File: config.mk
export PLATFORM = sky130hd
export DESIGN_NAME = frame_decim_writer
export DESIGN_NICKNAME = d
export VERILOG_FILES = /design/src/rtl/fdw_pkg.sv /design/src/rtl/fdw_ctrl.sv /design/src/rtl/fdw_datapath.sv /design/src/rtl/frame_decim_writer.sv
export SDC_FILE = /design/constraint.sdc
export NUM_CORES = 1
export LEC_CHECK = 0
export ABC_AREA = 1
export BUFFER_PORTS_ARGS = -buffer_cell sky130_fd_sc_hd__buf_4
export CAP_MARGIN = 20
export CORE_AREA = 2 2 90 92
export CTS_CLUSTER_SIZE = 30
export DETAILED_ROUTE_END_ITERATION = 7
export DIE_AREA = 0 0 92 94
export PLACE_DENSITY_LB_ADDON = 0.2
export SLEW_MARGIN = 20
export SYNTH_ARGS = -nofsm -noshare
export SYNTH_HDL_FRONTEND = slang
export SYNTH_SLANG_ARGS = --single-unit
File: constraint.sdc
create_clock -name clk -period 3.8 [get_ports clk]
set_input_delay 0.76 -clock clk [delete_from_list [all_inputs] [get_ports clk]]
set_output_delay 0.76 -clock clk [all_outputs]
set_load 0.01 [all_outputs]
File: src/rtl/fdw_pkg.sv
package fdw_pkg;

  typedef enum logic [1:0] {
    ST_ALIGN = 2'd0,
    ST_WRITE = 2'd1,
    ST_SYNC  = 2'd2,
    ST_SKIP  = 2'd3
  } wrState_t;

  typedef struct packed {
    logic write;
    logic restart;
    logic swap;
  } ctrlStrobe_t;

endpackage

File: src/rtl/fdw_ctrl.sv
module fdw_ctrl
  import fdw_pkg::*;
#(
  parameter int KEEP_RATIO = 4
) (
  input  logic        clk,
  input  logic        rstN,
  input  logic        pixValid,
  input  logic        pixFirst,
  input  logic        rdFinish,
  input  logic        lastPix,
  output ctrlStrobe_t strobe,
  output logic        wrContinue,
  output logic        rdReset
);

  localparam int CNT_W = (KEEP_RATIO > 2) ? $clog2(KEEP_RATIO) : 1;
  localparam logic [CNT_W-1:0] LAST_SLOT = CNT_W'(KEEP_RATIO - 1);

  wrState_t         state, stateNext;
  logic [CNT_W-1:0] frameCnt;
  logic             startSeen;
  logic             keepHit;

  assign startSeen = pixValid && pixFirst;
  assign keepHit   = startSeen && (frameCnt == LAST_SLOT);

  always_comb begin
    strobe.write   = 1'b0;
    strobe.restart = 1'b0;
    strobe.swap    = 1'b0;
    case (state)
      ST_ALIGN: begin
        strobe.write   = startSeen;
        strobe.restart = startSeen;
      end
      ST_WRITE: strobe.write = pixValid;
      ST_SKIP: begin
        strobe.write   = keepHit;
        strobe.restart = keepHit;
      end
      ST_SYNC: strobe.swap = rdFinish;
      default: ;
    endcase
  end

  always_comb begin
    stateNext = state;
    case (state)
      ST_ALIGN: if (startSeen) stateNext = ST_WRITE;
      ST_WRITE: if (pixValid && lastPix) stateNext = ST_SYNC;
      ST_SYNC:  if (rdFinish) stateNext = ST_SKIP;
      ST_SKIP:  if (keepHit) stateNext = ST_WRITE;
      default:  stateNext = ST_ALIGN;
    endcase
  end

  always_ff @(posedge clk) begin
    if (!rstN) begin
      state    <= ST_ALIGN;
      frameCnt <= '0;
      rdReset  <= 1'b0;
    end else begin
      state   <= stateNext;
      rdReset <= (state == ST_ALIGN) && startSeen;
      if (state == ST_ALIGN) begin
        if (startSeen) frameCnt <= '0;
      end else if ((state == ST_SYNC || state == ST_SKIP) && startSeen) begin
        frameCnt <= (frameCnt == LAST_SLOT) ? '0 : frameCnt + 1'b1;
      end
    end
  end

  assign wrContinue = (state == ST_SYNC);

  // the reader reset pulse only follows an alignment step
  a_r3_reset_after_align: assert property (@(posedge clk) disable iff (!rstN)
    rdReset |-> $past(state == ST_ALIGN));

  // writes that continue a frame only happen in slot zero
  a_r7_write_in_slot: assert property (@(posedge clk) disable iff (!rstN)
    (strobe.write && !strobe.restart) |-> (frameCnt == '0));

  // the continue signal is only released by the reader finishing
  a_r6_continue_release: assert property (@(posedge clk) disable iff (!rstN)
    $fell(wrContinue) |-> $past(rdFinish));

  // no writes are requested while waiting on the reader
  a_r5_no_write_waiting: assert property (@(posedge clk) disable iff (!rstN)
    wrContinue |-> !strobe.write);

endmodule

File: src/rtl/fdw_datapath.sv
module fdw_datapath
  import fdw_pkg::*;
#(
  parameter int                DATA_W       = 24,
  parameter int                ADDR_W       = 20,
  parameter int                FRAME_PIXELS = 420000,
  parameter logic [ADDR_W-1:0] BASE0        = '0,
  parameter logic [ADDR_W-1:0] BASE1        = 20'h80000
) (
  input  logic              clk,
  input  logic              rstN,
  input  logic [DATA_W-1:0] pixData,
  input  ctrlStrobe_t       strobe,
  output logic              lastPix,
  output logic [ADDR_W-1:0] wrAddr,
  output logic [DATA_W-1:0] wrData,
  output logic              wrEn,
  output logic [ADDR_W-1:0] readBase
);

  localparam int CNT_W = $clog2(FRAME_PIXELS + 1);
  localparam logic [CNT_W-1:0] LAST_CNT = CNT_W'(FRAME_PIXELS - 1);

  logic              curSel;
  logic [ADDR_W-1:0] activeBase;
  logic [ADDR_W-1:0] addrCnt;
  logic [ADDR_W-1:0] addrSel;
  logic [CNT_W-1:0]  pixCnt;

  assign activeBase = curSel ? BASE1 : BASE0;
  assign addrSel    = strobe.restart ? activeBase : addrCnt;
  assign lastPix    = (pixCnt == LAST_CNT);

  always_ff @(posedge clk) begin
    if (!rstN) begin
      curSel   <= 1'b0;
      readBase <= BASE1;
      addrCnt  <= BASE0;
      pixCnt   <= '0;
      wrEn     <= 1'b0;
      wrAddr   <= '0;
      wrData   <= '0;
    end else begin
      wrEn <= strobe.write;
      if (strobe.write) begin
        wrData  <= pixData;
        wrAddr  <= addrSel;
        addrCnt <= addrSel + 1'b1;
        pixCnt  <= strobe.restart ? CNT_W'(1) : pixCnt + 1'b1;
      end
      if (strobe.swap) begin
        readBase <= activeBase;
        curSel   <= ~curSel;
      end
    end
  end

  // every write lands inside the active region
  a_r4_addr_in_frame: assert property (@(posedge clk) disable iff (!rstN)
    wrEn |-> ((wrAddr - activeBase) < ADDR_W'(FRAME_PIXELS)));

  // the reader never sees the region being filled
  a_r6_bases_differ: assert property (@(posedge clk) disable iff (!rstN)
    readBase != activeBase);

  // readBase only moves on a handshake
  a_r10_base_on_swap: assert property (@(posedge clk) disable iff (!rstN)
    !$stable(readBase) |-> $past(strobe.swap));

endmodule

File: src/rtl/frame_decim_writer.sv
module frame_decim_writer
  import fdw_pkg::*;
#(
  parameter int                DATA_W       = 24,
  parameter int                ADDR_W       = 20,
  parameter int                FRAME_PIXELS = 420000,
  parameter int                KEEP_RATIO   = 4,
  parameter logic [ADDR_W-1:0] BASE0        = '0,
  parameter logic [ADDR_W-1:0] BASE1        = 20'h80000
) (
  input  logic              clk,
  input  logic              rstN,
  input  logic [DATA_W-1:0] pixData,
  input  logic              pixValid,
  input  logic              pixFirst,
  input  logic              rdFinish,
  output logic [ADDR_W-1:0] wrAddr,
  output logic [DATA_W-1:0] wrData,
  output logic              wrEn,
  output logic              wrContinue,
  output logic              rdReset,
  output logic [ADDR_W-1:0] readBase
);

  ctrlStrobe_t strobe;
  logic        lastPix;

  fdw_ctrl #(
    .KEEP_RATIO(KEEP_RATIO)
  ) uCtrl (
    .clk       (clk),
    .rstN      (rstN),
    .pixValid  (pixValid),
    .pixFirst  (pixFirst),
    .rdFinish  (rdFinish),
    .lastPix   (lastPix),
    .strobe    (strobe),
    .wrContinue(wrContinue),
    .rdReset   (rdReset)
  );

  fdw_datapath #(
    .DATA_W      (DATA_W),
    .ADDR_W      (ADDR_W),
    .FRAME_PIXELS(FRAME_PIXELS),
    .BASE0       (BASE0),
    .BASE1       (BASE1)
  ) uPath (
    .clk     (clk),
    .rstN    (rstN),
    .pixData (pixData),
    .strobe  (strobe),
    .lastPix (lastPix),
    .wrAddr  (wrAddr),
    .wrData  (wrData),
    .wrEn    (wrEn),
    .readBase(readBase)
  );

endmodule

[After elaboration in Yosys (flattened, before gate mapping)]
Cells that the tools add are included.
Cells by class
  div/mod/pow operators: 0
  $mul: 0
  reduce and logical (&&, ||, !) cells: 10
  shift operators: 0
  bitwise operators: 1
  $add $sub $neg: 3
  equality and inequality tests: 9
  order comparisons: 0
  mux-type cells: 15
Operators with widths (number)
  two-way mux 20 bit: 2
  adder 20 x 1 -> 20 bit (second input constant): 1
  adder 19 x 1 -> 19 bit (second input constant): 1
  equality test 19 bit (second input constant): 1
  two-way mux 19 bit: 1
  two-way mux 2 bit: 8
  one-hot mux 2 bit (4 select lines): 1
  equality test 2 bit (second input constant): 3
  inequality test 2 x 1 -> 1 bit (second input constant): 3
  logical AND 1 bit: 5
  AND reduction 4 bit: 1
  one-hot mux 1 bit (3 select lines): 1
  adder 2 x 1 -> 2 bit (second input constant): 1
  equality test 2 x 1 -> 1 bit (second input constant): 1
  logical NOT 2 bit: 1
  inequality test 2 bit (second input constant): 1
  one-hot mux 1 bit (2 select lines): 1
  AND reduction 2 bit: 1
  nonzero test 2 bit: 1
  logical OR 1 bit: 1
  two-way mux 1 bit: 1
  inverter 1 bit: 1
Word-level totals
  flip-flop bits (word level): 110
  input port bits: 29
  bits in writable memories: 0
  ROM bits: 0
  memories kept: 0
  latch bits: 0
  word-level logic and storage cells: 48

[Longest topological paths before layout]
Gate-level depths: netlist (run 1).
  depth in word-level cells: 5
  mapped depth: 20

[Cells and area by module]
From an unflattened synthesis (run 1), not the netlist that was laid out.
Second synthesis, totals
  cell total of the unflattened synthesis: 539
  area total of the unflattened synthesis: 4130.2 um2
Modules (own cells, without submodules)
  fdw_datapath: area each 3748.6 um2, seq. area each 1721.7 um2, cells an instance 483, instances 1
  fdw_ctrl: area each 381.6 um2, seq. area each 100.1 um2, cells an instance 56, instances 1

[Least setup slack after synthesis (run 1)]
No wires, ideal clock.
  kind: input to register
  start point: input pixFirst
  end point: register uPath.addrCnt[14]
  stages on the path: 20
  required time: 3.685 ns
  path buffers: 3
  slack: 1.191 ns
  arrival: 2.494 ns
  cells stage by stage: nand2_2 inv_2 nand2_4 nand2_2 nand2_4 buf_12 buf_12 buf_2 nand2_1 inv_1 ha_1 nand2_1 inv_1 nand3_2 nor2_4 nand4_4 nor2_4 nand3_1 nand2_1 nor2_1
Between the ends
  word-level cells in the longest chain between the ends: 5
RTL lines
  start: declaration: RTL line frame_decim_writer.sv:15  | input logic pixFirst,
  logical AND 1 bit (*): RTL line fdw_ctrl.sv:25  | assign startSeen = pixValid && pixFirst;
  logical AND 1 bit: RTL line fdw_ctrl.sv:26  | assign keepHit = startSeen && (frameCnt == LAST_SLOT);
  one-hot mux 1 bit (2 select lines) (*): RTL line fdw_ctrl.sv:32  | case (state)
  two-way mux 20 bit (*): RTL line fdw_datapath.sv:31  | assign addrSel = strobe.restart ? activeBase : addrCnt;
  via uPath.addrSel[1]: RTL line fdw_datapath.sv:27  | logic [ADDR_W-1:0] addrSel;
  adder 20 x 1 -> 20 bit (*): RTL line fdw_datapath.sv:48  | addrCnt <= addrSel + 1'b1;
  end signal: assignment: RTL line fdw_datapath.sv:48
  end: declaration: RTL line fdw_datapath.sv:26  | logic [ADDR_W-1:0] addrCnt;
Mark *: on every way through the listed nets, which the timed path passes. The rest lies on a longest branch.
A chain may end at the register's enable or synchronous reset.

[Final worst setup path (run 1)]
  start point: register uCtrl.state[1]
  end point: register uPath.addrCnt[14]
Between the ends
  word-level cells in the longest chain between the ends: 4
RTL lines
  start: declaration: RTL line fdw_ctrl.sv:20  | wrState_t state, stateNext;
  start signal: assignment: RTL line fdw_ctrl.sv:64  | state <= stateNext;
  equality test 2 bit / logical NOT 2 bit (equally long branches): RTL line fdw_ctrl.sv:32
  one-hot mux 1 bit (2 select lines) (*): RTL line fdw_ctrl.sv:32
  two-way mux 20 bit (*): RTL line fdw_datapath.sv:31
  via uPath.addrSel[1]: RTL line fdw_datapath.sv:27
  adder 20 x 1 -> 20 bit (*): RTL line fdw_datapath.sv:48
Marked as above.

==> flow_summary_export.csv, run 1 <==
group,metric,value,unit
status,status,"finished clean",
yosys,netlist_area,4420,sq um
worst_hold_path,hold_path.startpoint,"uPath.wrAddr[17]$_SDFFE_PN0P_",
floorplan,std_cell_rows,32,
pwr,p_per_area,549,nW/um^2
floorplan,initial_core_util,0.582,
cells_and_area,antenna_cells_inserted,0,
worst_setup_path,crit_path_slowest_cell,"sky130_fd_sc_hd__dfxtp_1",
cts,clock-sinks,91,
cells_and_area,multi_input_logic_area,2190,sq um
cts,cts_tree,"yes",
place,final_weighted_congestion_in_routability_driven_placement,0.873,
yosys,synth_area_leaders,"sky130_fd_sc_hd__dfxtp_1 (41%), sky130_fd_sc_hd__nor2_1 (8.2%), sky130_fd_sc_hd__nand2_1 (8.1%)",
drt,wl_per_cell,13.1,um
global_route,gr_overflow_total,0,
cts,htree_depth,3,
drt,vias_per_cell,5.25,
pwr,max-vdd-ir-drop,0.339,mV
sta,finalSetupViolations,0,
worst_setup_path,worst_path_bufs_invs,3,
global_route,grt_antenna_before_repair,0,
sta,fmaxAchievable,380,MHz
sta,fin_tns_setup,0,ns
worst_setup_path,cp_data_arrival_time,2.90,ns
cts,cts_made_buffers,9,
sta,worstMarginPinSlew,0.815,ns
global_route,via_count_of_the_first_global_routing_pass,3807,
yosys,postSynth.asyncResetShare,0,
drt,number_of_antenna_violating_nets_in_the_routed_design,0,
place,io_buffer_count,76,
worst_setup_path,cp_data_required_time,4.07,ns
drt,route.vias.total,4087,
cts,cts_setup_buffers,0,
yosys,synth.largest_area_cell,"sky130_fd_sc_hd__dfxtp_1",
floorplan,design.die.area,8650,sq um
sta,final-hold-violation-count,0,
yosys,synth_cells,604,
worst_setup_path,critical_path.max_fanout,29,
cells_and_area,register_area,1820,sq um
sta,clock_skew,0.0103,ns
yosys,post_synth.cell_area_avg,7.32,sq um
worst_setup_path,endpoint_type_of_the_worst_setup_path,"register",
place,detailedPlacementHpwl,7160,um
worst_setup_path,ordered_cell_list_for_the_critical_path,"inv_1 -> ha_1 -> nand2_4 -> nand2_2 -> nand2_4 -> nand2_1 -> inv_1 -> ha_1 -> nand2_1 -> inv_1 -> nand3_2 -> nor2_4 -> nand4_4 -> nor2_4 -> nand3_1 -> nand2_1 -> nor2_1",
yosys,yosys.cell_types.count,41,
cells_and_area,layout-drive-gt1-share,0.198,
yosys,ys_seq_area_frac,0.412,
worst_setup_path,worst_setup_path_start_kind,"register",
yosys,ys_seq_elements,91,
worst_hold_path,worstHoldPathType,"register to register",
floorplan,core-area,7610,sq um
floorplan,boundaryPins,96,
cts,clk_latency,0.37,ns
yosys,netlist_top_cells_count,"sky130_fd_sc_hd__nor2_1 (97), sky130_fd_sc_hd__nand2_1 (96), sky130_fd_sc_hd__dfxtp_1 (91)",
cts,cts.hold.buffers_added,0,
cts,reg_clk_slew_reported_paths,0.09,ns
yosys,number_of_warning_messages_in_the_yosys_log,0,
yosys,synth_top_flop_cell,"sky130_fd_sc_hd__dfxtp_1",
pwr,p_total,2.83,mW
drt,first_iter_violations,214,
worst_setup_path,regToRegStartpoint,"uCtrl.state[1]$_SDFFE_PN0P_",
yosys,post-synth-top-count-cell,"sky130_fd_sc_hd__nor2_1",
drt,drc_errors,0,
worst_setup_path,cp_top_family,"simple AND/OR/NAND/NOR gates",
worst_setup_path,critical-path-max-stage-delay,0.42,ns
job,max_cap_viols,0,
sta,rsz_0062_raised_after_global_routing,"no",
pwr,p_leak,2.20,nW
yosys,synth_enable_flop_cells,0,
cts,clk_path_buf_depth,2,
worst_setup_path,path_class,"register to register",
sta,finalCritPeriodShare,0.692,
global_route,grt_first_pass_wirelength,17100,um
floorplan,die-width,92,um
sta,finalMaxSlewViolations,0,
cells_and_area,n_fill_cell,677,
global_route,grt_start_max_net_pins,60,
drt,detail_route.first_pass.iterations,5,
global_route,grt_util_all_layers,0.246,
cells_and_area,area.growth.synth_to_final,16.7,%
drt,postRouteWirelength,10200,um
yosys,yosysTopAreaCellShare,0.412,
sta,finalCriticalPeriod,2.63,ns
cells_and_area,final_nets,708,
worst_setup_path,crit_start,"uCtrl.state[1]$_SDFFE_PN0P_",
cts,cts.root.buffer_cell,"sky130_fd_sc_hd__clkbuf_8",
floorplan,overall_die_height,94,um
cts,resized_after_cts,0,
sta,max-slew-margin-rel,0.456,
[kinds of logic (layout without fill, tap and decap cells)]
logic type,after synthesis,in the layout,synth area share
AO/OA/AOI/OAI,103,103,0.124
XOR/XNOR,2,2,0.00396
adder cells (fa/ha/maj),8,8,0.0226
buffers and inverters,96,150,0.109
flip-flops,91,91,0.412
other,1,19,0.000848
AND/OR/NAND/NOR,303,303,0.328
[final timing paths]
check                                    to  slack (ns)  cells after the start
max reg2reg  uPath.addrCnt[14]$_SDFFE_PN0P_        1.17                     17
min reg2reg   uPath.wrAddr[17]$_SDFFE_PN0P_        0.47                      2
max          uPath.addrCnt[14]$_SDFFE_PN0P_        1.17                     17
min           uPath.wrAddr[17]$_SDFFE_PN0P_        0.47                      2
[routing by layer]
layer	up-vias	wire length, um	GRT usage	share of wire
met2	121	5050	0.424	0.50
met1	1881	4380	0.303	0.43
li1	2068	-	-	-
met5	-	0	0	0
met4	0	200	0.112	0.020
met3	17	570	0.0401	0.056
[layout by cell type, fill, tap and decap left out, types with 2 or more instances in the layout]
| master | instances |
|---|---|
| sky130_fd_sc_hd__a21oi_1 | 36 |
| sky130_fd_sc_hd__dfxtp_1 | 91 |
| sky130_fd_sc_hd__nor2_1 | 97 |
| sky130_fd_sc_hd__nor3_2 | 2 |
| sky130_fd_sc_hd__o21a_1 | 3 |
| sky130_fd_sc_hd__ha_1 | 8 |
| sky130_fd_sc_hd__nand2_2 | 5 |
| sky130_fd_sc_hd__nor4_1 | 3 |
| sky130_fd_sc_hd__a22oi_1 | 3 |
| sky130_fd_sc_hd__nor2_4 | 6 |
| sky130_fd_sc_hd__xor2_1 | 2 |
| sky130_fd_sc_hd__nor3_1 | 14 |
| sky130_fd_sc_hd__o21ai_0 | 50 |
| sky130_fd_sc_hd__o21ai_1 | 3 |
| sky130_fd_sc_hd__nor3b_1 | 2 |
| sky130_fd_sc_hd__conb_1 | 19 |
| sky130_fd_sc_hd__buf_4 | 80 |
| sky130_fd_sc_hd__nand4_1 | 8 |
| sky130_fd_sc_hd__inv_2 | 3 |
| sky130_fd_sc_hd__clkbuf_1 | 2 |
| sky130_fd_sc_hd__nor2_2 | 10 |
| sky130_fd_sc_hd__nand2_1 | 96 |
| sky130_fd_sc_hd__nand2_4 | 4 |
| sky130_fd_sc_hd__bufinv_16 | 2 |
| sky130_fd_sc_hd__inv_1 | 51 |
| sky130_fd_sc_hd__o31ai_1 | 2 |
| sky130_fd_sc_hd__nand3_1 | 46 |
| sky130_fd_sc_hd__nand3_2 | 6 |
| sky130_fd_sc_hd__clkbuf_8 | 10 |
[metrics by stage]
stage	instance area (sq um)	cells	utilization	hold slack, ns	worst slack [ns]
final	5160	778	0.678	0.468	1.17
after global routing	5160	778	0.678	0.489	0.898
after CTS	5160	778	0.678	0.471	1.18
after detailed placement	4940	762	0.650	0.458	0.990
after global placement	4940	762	0.650	0.453	1.07
after floorplan	4490	622	-	0.444	1.19
[where the power goes]
part | internal (mW) | switching (mW) | total [mW]
clock | 0.389 | 0.336 | 0.725
sequential | 1.10 | 0.0867 | 1.18
combinational | 0.332 | 0.593 | 0.925
[sequential cells by signal (all words and copies together), names as in the netlist]
| register | flops |
|---|---|
| uPath.addrCnt | 20 |
| uPath.pixCnt | 19 |
| uPath.curSel | 1 |
| uCtrl.rdReset | 1 |
| uPath.readBase | 1 |
| uPath.wrEn | 1 |
| uCtrl.state | 2 |
| uCtrl.frameCnt | 2 |
| uPath.wrData | 24 |
| uPath.wrAddr | 20 |
[cell type report]
cell class | instances | area share
Clock buffer | 12 | 0.0281
Clock inverter | 4 | 0.0143
Inverter | 54 | 0.0393
Multi-Input combinational cell | 435 | 0.424
Sequential cell | 91 | 0.353
Tap cell | 102 | 0.0247
Timing Repair Buffer | 80 | 0.116
[worst reg2reg max path, stage by stage (launching register included)]
cell,delay [ns]
sky130_fd_sc_hd__dfxtp_1,0.42
sky130_fd_sc_hd__inv_1,0.11
sky130_fd_sc_hd__ha_1,0.26
sky130_fd_sc_hd__nand2_4,0.11
sky130_fd_sc_hd__nand2_2,0.07
sky130_fd_sc_hd__nand2_4,0.31
sky130_fd_sc_hd__nand2_1,0.13
sky130_fd_sc_hd__inv_1,0.08
sky130_fd_sc_hd__ha_1,0.15
sky130_fd_sc_hd__nand2_1,0.06
sky130_fd_sc_hd__inv_1,0.07
sky130_fd_sc_hd__nand3_2,0.11
sky130_fd_sc_hd__nor2_4,0.19
sky130_fd_sc_hd__nand4_4,0.14
sky130_fd_sc_hd__nor2_4,0.14
sky130_fd_sc_hd__nand3_1,0.08
sky130_fd_sc_hd__nand2_1,0.08
sky130_fd_sc_hd__nor2_1,0.04
No activity file was read; power rests on OpenSTA's default activity.
==> run 2, diff against run 1 <==
--- a/config.mk
+++ b/config.mk
@@ -8,10 +8,10 @@
 export ABC_AREA = 1
 export BUFFER_PORTS_ARGS = -buffer_cell sky130_fd_sc_hd__buf_4
 export CAP_MARGIN = 20
-export CORE_AREA = 2 2 90 92
+export CORE_AREA = 2 2 94 96
 export CTS_CLUSTER_SIZE = 30
 export DETAILED_ROUTE_END_ITERATION = 7
-export DIE_AREA = 0 0 92 94
+export DIE_AREA = 0 0 96 98
 export PLACE_DENSITY_LB_ADDON = 0.2
 export SLEW_MARGIN = 20
 export SYNTH_ARGS = -nofsm -noshare
==> constraint.sdc (replaced) <==
create_clock -name clk -period 2.69 [get_ports clk]
set_input_delay 0.538 -clock clk [delete_from_list [all_inputs] [get_ports clk]]
set_output_delay 0.538 -clock clk [all_outputs]
set_load 0.01 [all_outputs]
==> flow_summary_export.csv, run 2 (synthesis results as in run 1) <==
group,metric,value,unit
floorplan,die-width,96,um
floorplan,boundaryPins,96,
place,place_area,4980,sq um
worst_setup_path,worstReg2RegEnd,"uPath.addrCnt[14]$_SDFFE_PN0P_",
drt,drc_errors,0,
cts,reg_clk_slew_reported_paths,0.09,ns
sta,rsz_0062_raised_after_global_routing,"no",
drt,first_iter_violations,204,
worst_setup_path,regToRegStartpoint,"uCtrl.state[1]$_SDFFE_PN0P_",
sta,final-hold-violation-count,0,
global_route,grt_first_pass_wirelength,16900,um
place,place_ws,0.250,ns
cts,cts_tree,"yes",
pwr,p_leak,2.21,nW
cells_and_area,area.growth.synth_to_final,17.6,%
cts,cts.root.buffer_cell,"sky130_fd_sc_hd__clkbuf_8",
worst_hold_path,hold-path-endpoint,"uPath.wrData[15]$_SDFFE_PN0P_",
drt,route.vias.total,3990,
cells_and_area,antenna_cells_inserted,0,
sta,finalCriticalPeriod,2.41,ns
floorplan,std_cell_rows,34,
global_route,grt_start_max_net_pins,40,
cells_and_area,most-common-layout-cells,"sky130_fd_sc_hd__nor2_1 (97), sky130_fd_sc_hd__nand2_1 (96), sky130_fd_sc_hd__dfxtp_1 (91)",
worst_hold_path,worstHoldPathType,"primary input to register",
worst_setup_path,path_class,"register to register",
sta,fin_tns_setup,0,ns
pwr,p_per_area,776,nW/um^2
cts,cts_setup_buffers,0,
worst_setup_path,critical_path.max_fanout,14,
floorplan,overall_die_height,98,um
cts,cts.hold.buffers_added,0,
worst_hold_path,hold_path.startpoint,"pixData[15]",
cts,clk_latency,0.35,ns
global_route,via_count_of_the_first_global_routing_pass,3693,
cells_and_area,biggestRegsByFlops,"uPath.wrData: 24 flops, uPath.addrCnt: 20 flops, uPath.wrAddr: 20 flops",
worst_setup_path,endpoint_type_of_the_worst_setup_path,"register",
drt,vias_per_cell,5.07,
sta,clock_skew,0.00747,ns
sta,finalSetupViolations,0,
cts,htree_depth,3,
sta,fin_ws,0.279,ns
place,final_weighted_congestion_in_routability_driven_placement,0.896,
worst_setup_path,rr_worst_depth,17,
floorplan,design.die.area,9410,sq um
status,status,"finished clean",
worst_setup_path,worst_setup_path_start_kind,"register",
global_route,grt_antenna_before_repair,0,
place,io_buffer_count,76,
cells_and_area,register_name_with_the_most_flops,"uPath.wrData",
cells_and_area,layout-drive-gt1-share,0.203,
worst_setup_path,cp_data_arrival_time,2.66,ns
floorplan,initial_core_util,0.523,
cells_and_area,largest_register_ffs,24,
cts,resized_after_cts,0,
place,detailedPlacementHpwl,7340,um
worst_hold_path,timing.hold.worst_path_depth,3,
sta,fmaxAchievable,415,MHz
cells_and_area,final_nets,712,
drt,number_of_antenna_violating_nets_in_the_routed_design,0,
drt,wl_per_cell,12.7,um
floorplan,core-area,8470,sq um
worst_setup_path,ff2ff_setup_slack,0.28,ns
sta,finalCritPeriodShare,0.896,
drt,detail_route.first_pass.iterations,4,
pwr,max-vdd-ir-drop,0.547,mV
drt,postRouteWirelength,9970,um
cells_and_area,most_common_cell_after_layout_fill_and_taps_aside,"sky130_fd_sc_hd__nor2_1",
worst_setup_path,cp_data_required_time,2.94,ns
job,max_cap_viols,0,
cells_and_area,finalInstanceArea,5200,sq um
sta,finalMaxSlewViolations,0,
cts,clock-sinks,91,
cts,cts_made_buffers,9,
cts,clk_path_buf_depth,2,
global_route,gr_overflow_total,0,
global_route,grt_util_all_layers,0.222,
run 2: final cells by class:
class / count / area [sq um]
fill: 798 / 3260
timing repair buffer: 84 / 631
multi-input combinational: 435 / 2200
sequential: 91 / 1820
clock inverter: 4 / 75.1
inverter: 54 / 203
tap: 108 / 135
clock buffer: 11 / 141
run 2: where the power goes:
part           internal (mW)  switching [mW]  total (mW)  leakage [nW]
combinational          0.498           0.866        1.36          1.37
clock                  0.544           0.462        1.01         0.102
sequential              1.55           0.120        1.67         0.740
run 2: worst max-delay path, cell delays in order (launching register included):
cell and delay [ns]:
sky130_fd_sc_hd__dfxtp_1 0.41, sky130_fd_sc_hd__inv_1 0.11, sky130_fd_sc_hd__ha_1 0.26, sky130_fd_sc_hd__nand2_4 0.11, sky130_fd_sc_hd__nand2_2 0.10, sky130_fd_sc_hd__nand2_8 0.14, sky130_fd_sc_hd__nand2_1 0.07, sky130_fd_sc_hd__inv_1 0.07
sky130_fd_sc_hd__ha_1 0.17, sky130_fd_sc_hd__nand2_1 0.06, sky130_fd_sc_hd__inv_1 0.07, sky130_fd_sc_hd__nand3_2 0.10, sky130_fd_sc_hd__nor2_4 0.17, sky130_fd_sc_hd__nand4_4 0.14, sky130_fd_sc_hd__nor2_4 0.14, sky130_fd_sc_hd__nand3_1 0.08
sky130_fd_sc_hd__nand2_1 0.06, sky130_fd_sc_hd__nor2_1 0.04
run 2: worst max path at each step:
stage | slack [ns] | startpoint | end | depth (start not counted)
CTS | 0.24 | uCtrl.state[1]$_SDFFE_PN0P_ | uPath.addrCnt[14]$_SDFFE_PN0P_ | 17
global placement | 0.34 | pixValid | uPath.addrCnt[16]$_SDFFE_PN0P_ | 18
detailed placement | 0.25 | uCtrl.state[1]$_SDFFE_PN0P_ | uPath.addrCnt[14]$_SDFFE_PN0P_ | 17
finish | 0.28 | uCtrl.state[1]$_SDFFE_PN0P_ | uPath.addrCnt[14]$_SDFFE_PN0P_ | 17
global route | 0.02 | uCtrl.state[1]$_SDFFE_PN0P_ | uPath.addrCnt[14]$_SDFFE_PN0P_ | 17
floorplan | 0.22 | uCtrl.state[0]$_SDFFE_PN0P_ | uPath.addrCnt[14]$_SDFFE_PN0P_ | 20
run 2: stage by stage:
step	power (mW)	utilization	std cells	hold slack [ns]
floorplan	2.61	-	622	0.444
global placement	3.02	0.588	772	0.453
detailed placement	3.06	0.588	772	0.461
CTS	4.06	0.614	787	0.423
global route	4.31	0.615	787	0.438
finish	4.04	0.615	787	0.435
run 2: routing by layer:
metal / global-route usage / vias to the layer above / share of wire
met1: 0.295 / 1815 / 0.46
met2: 0.367 / 85 / 0.48
met3: 0.0378 / 10 / 0.049
li1: - / 2080 / -
met4: 0.0670 / 0 / 0.0087
met5: 0 / - / 0
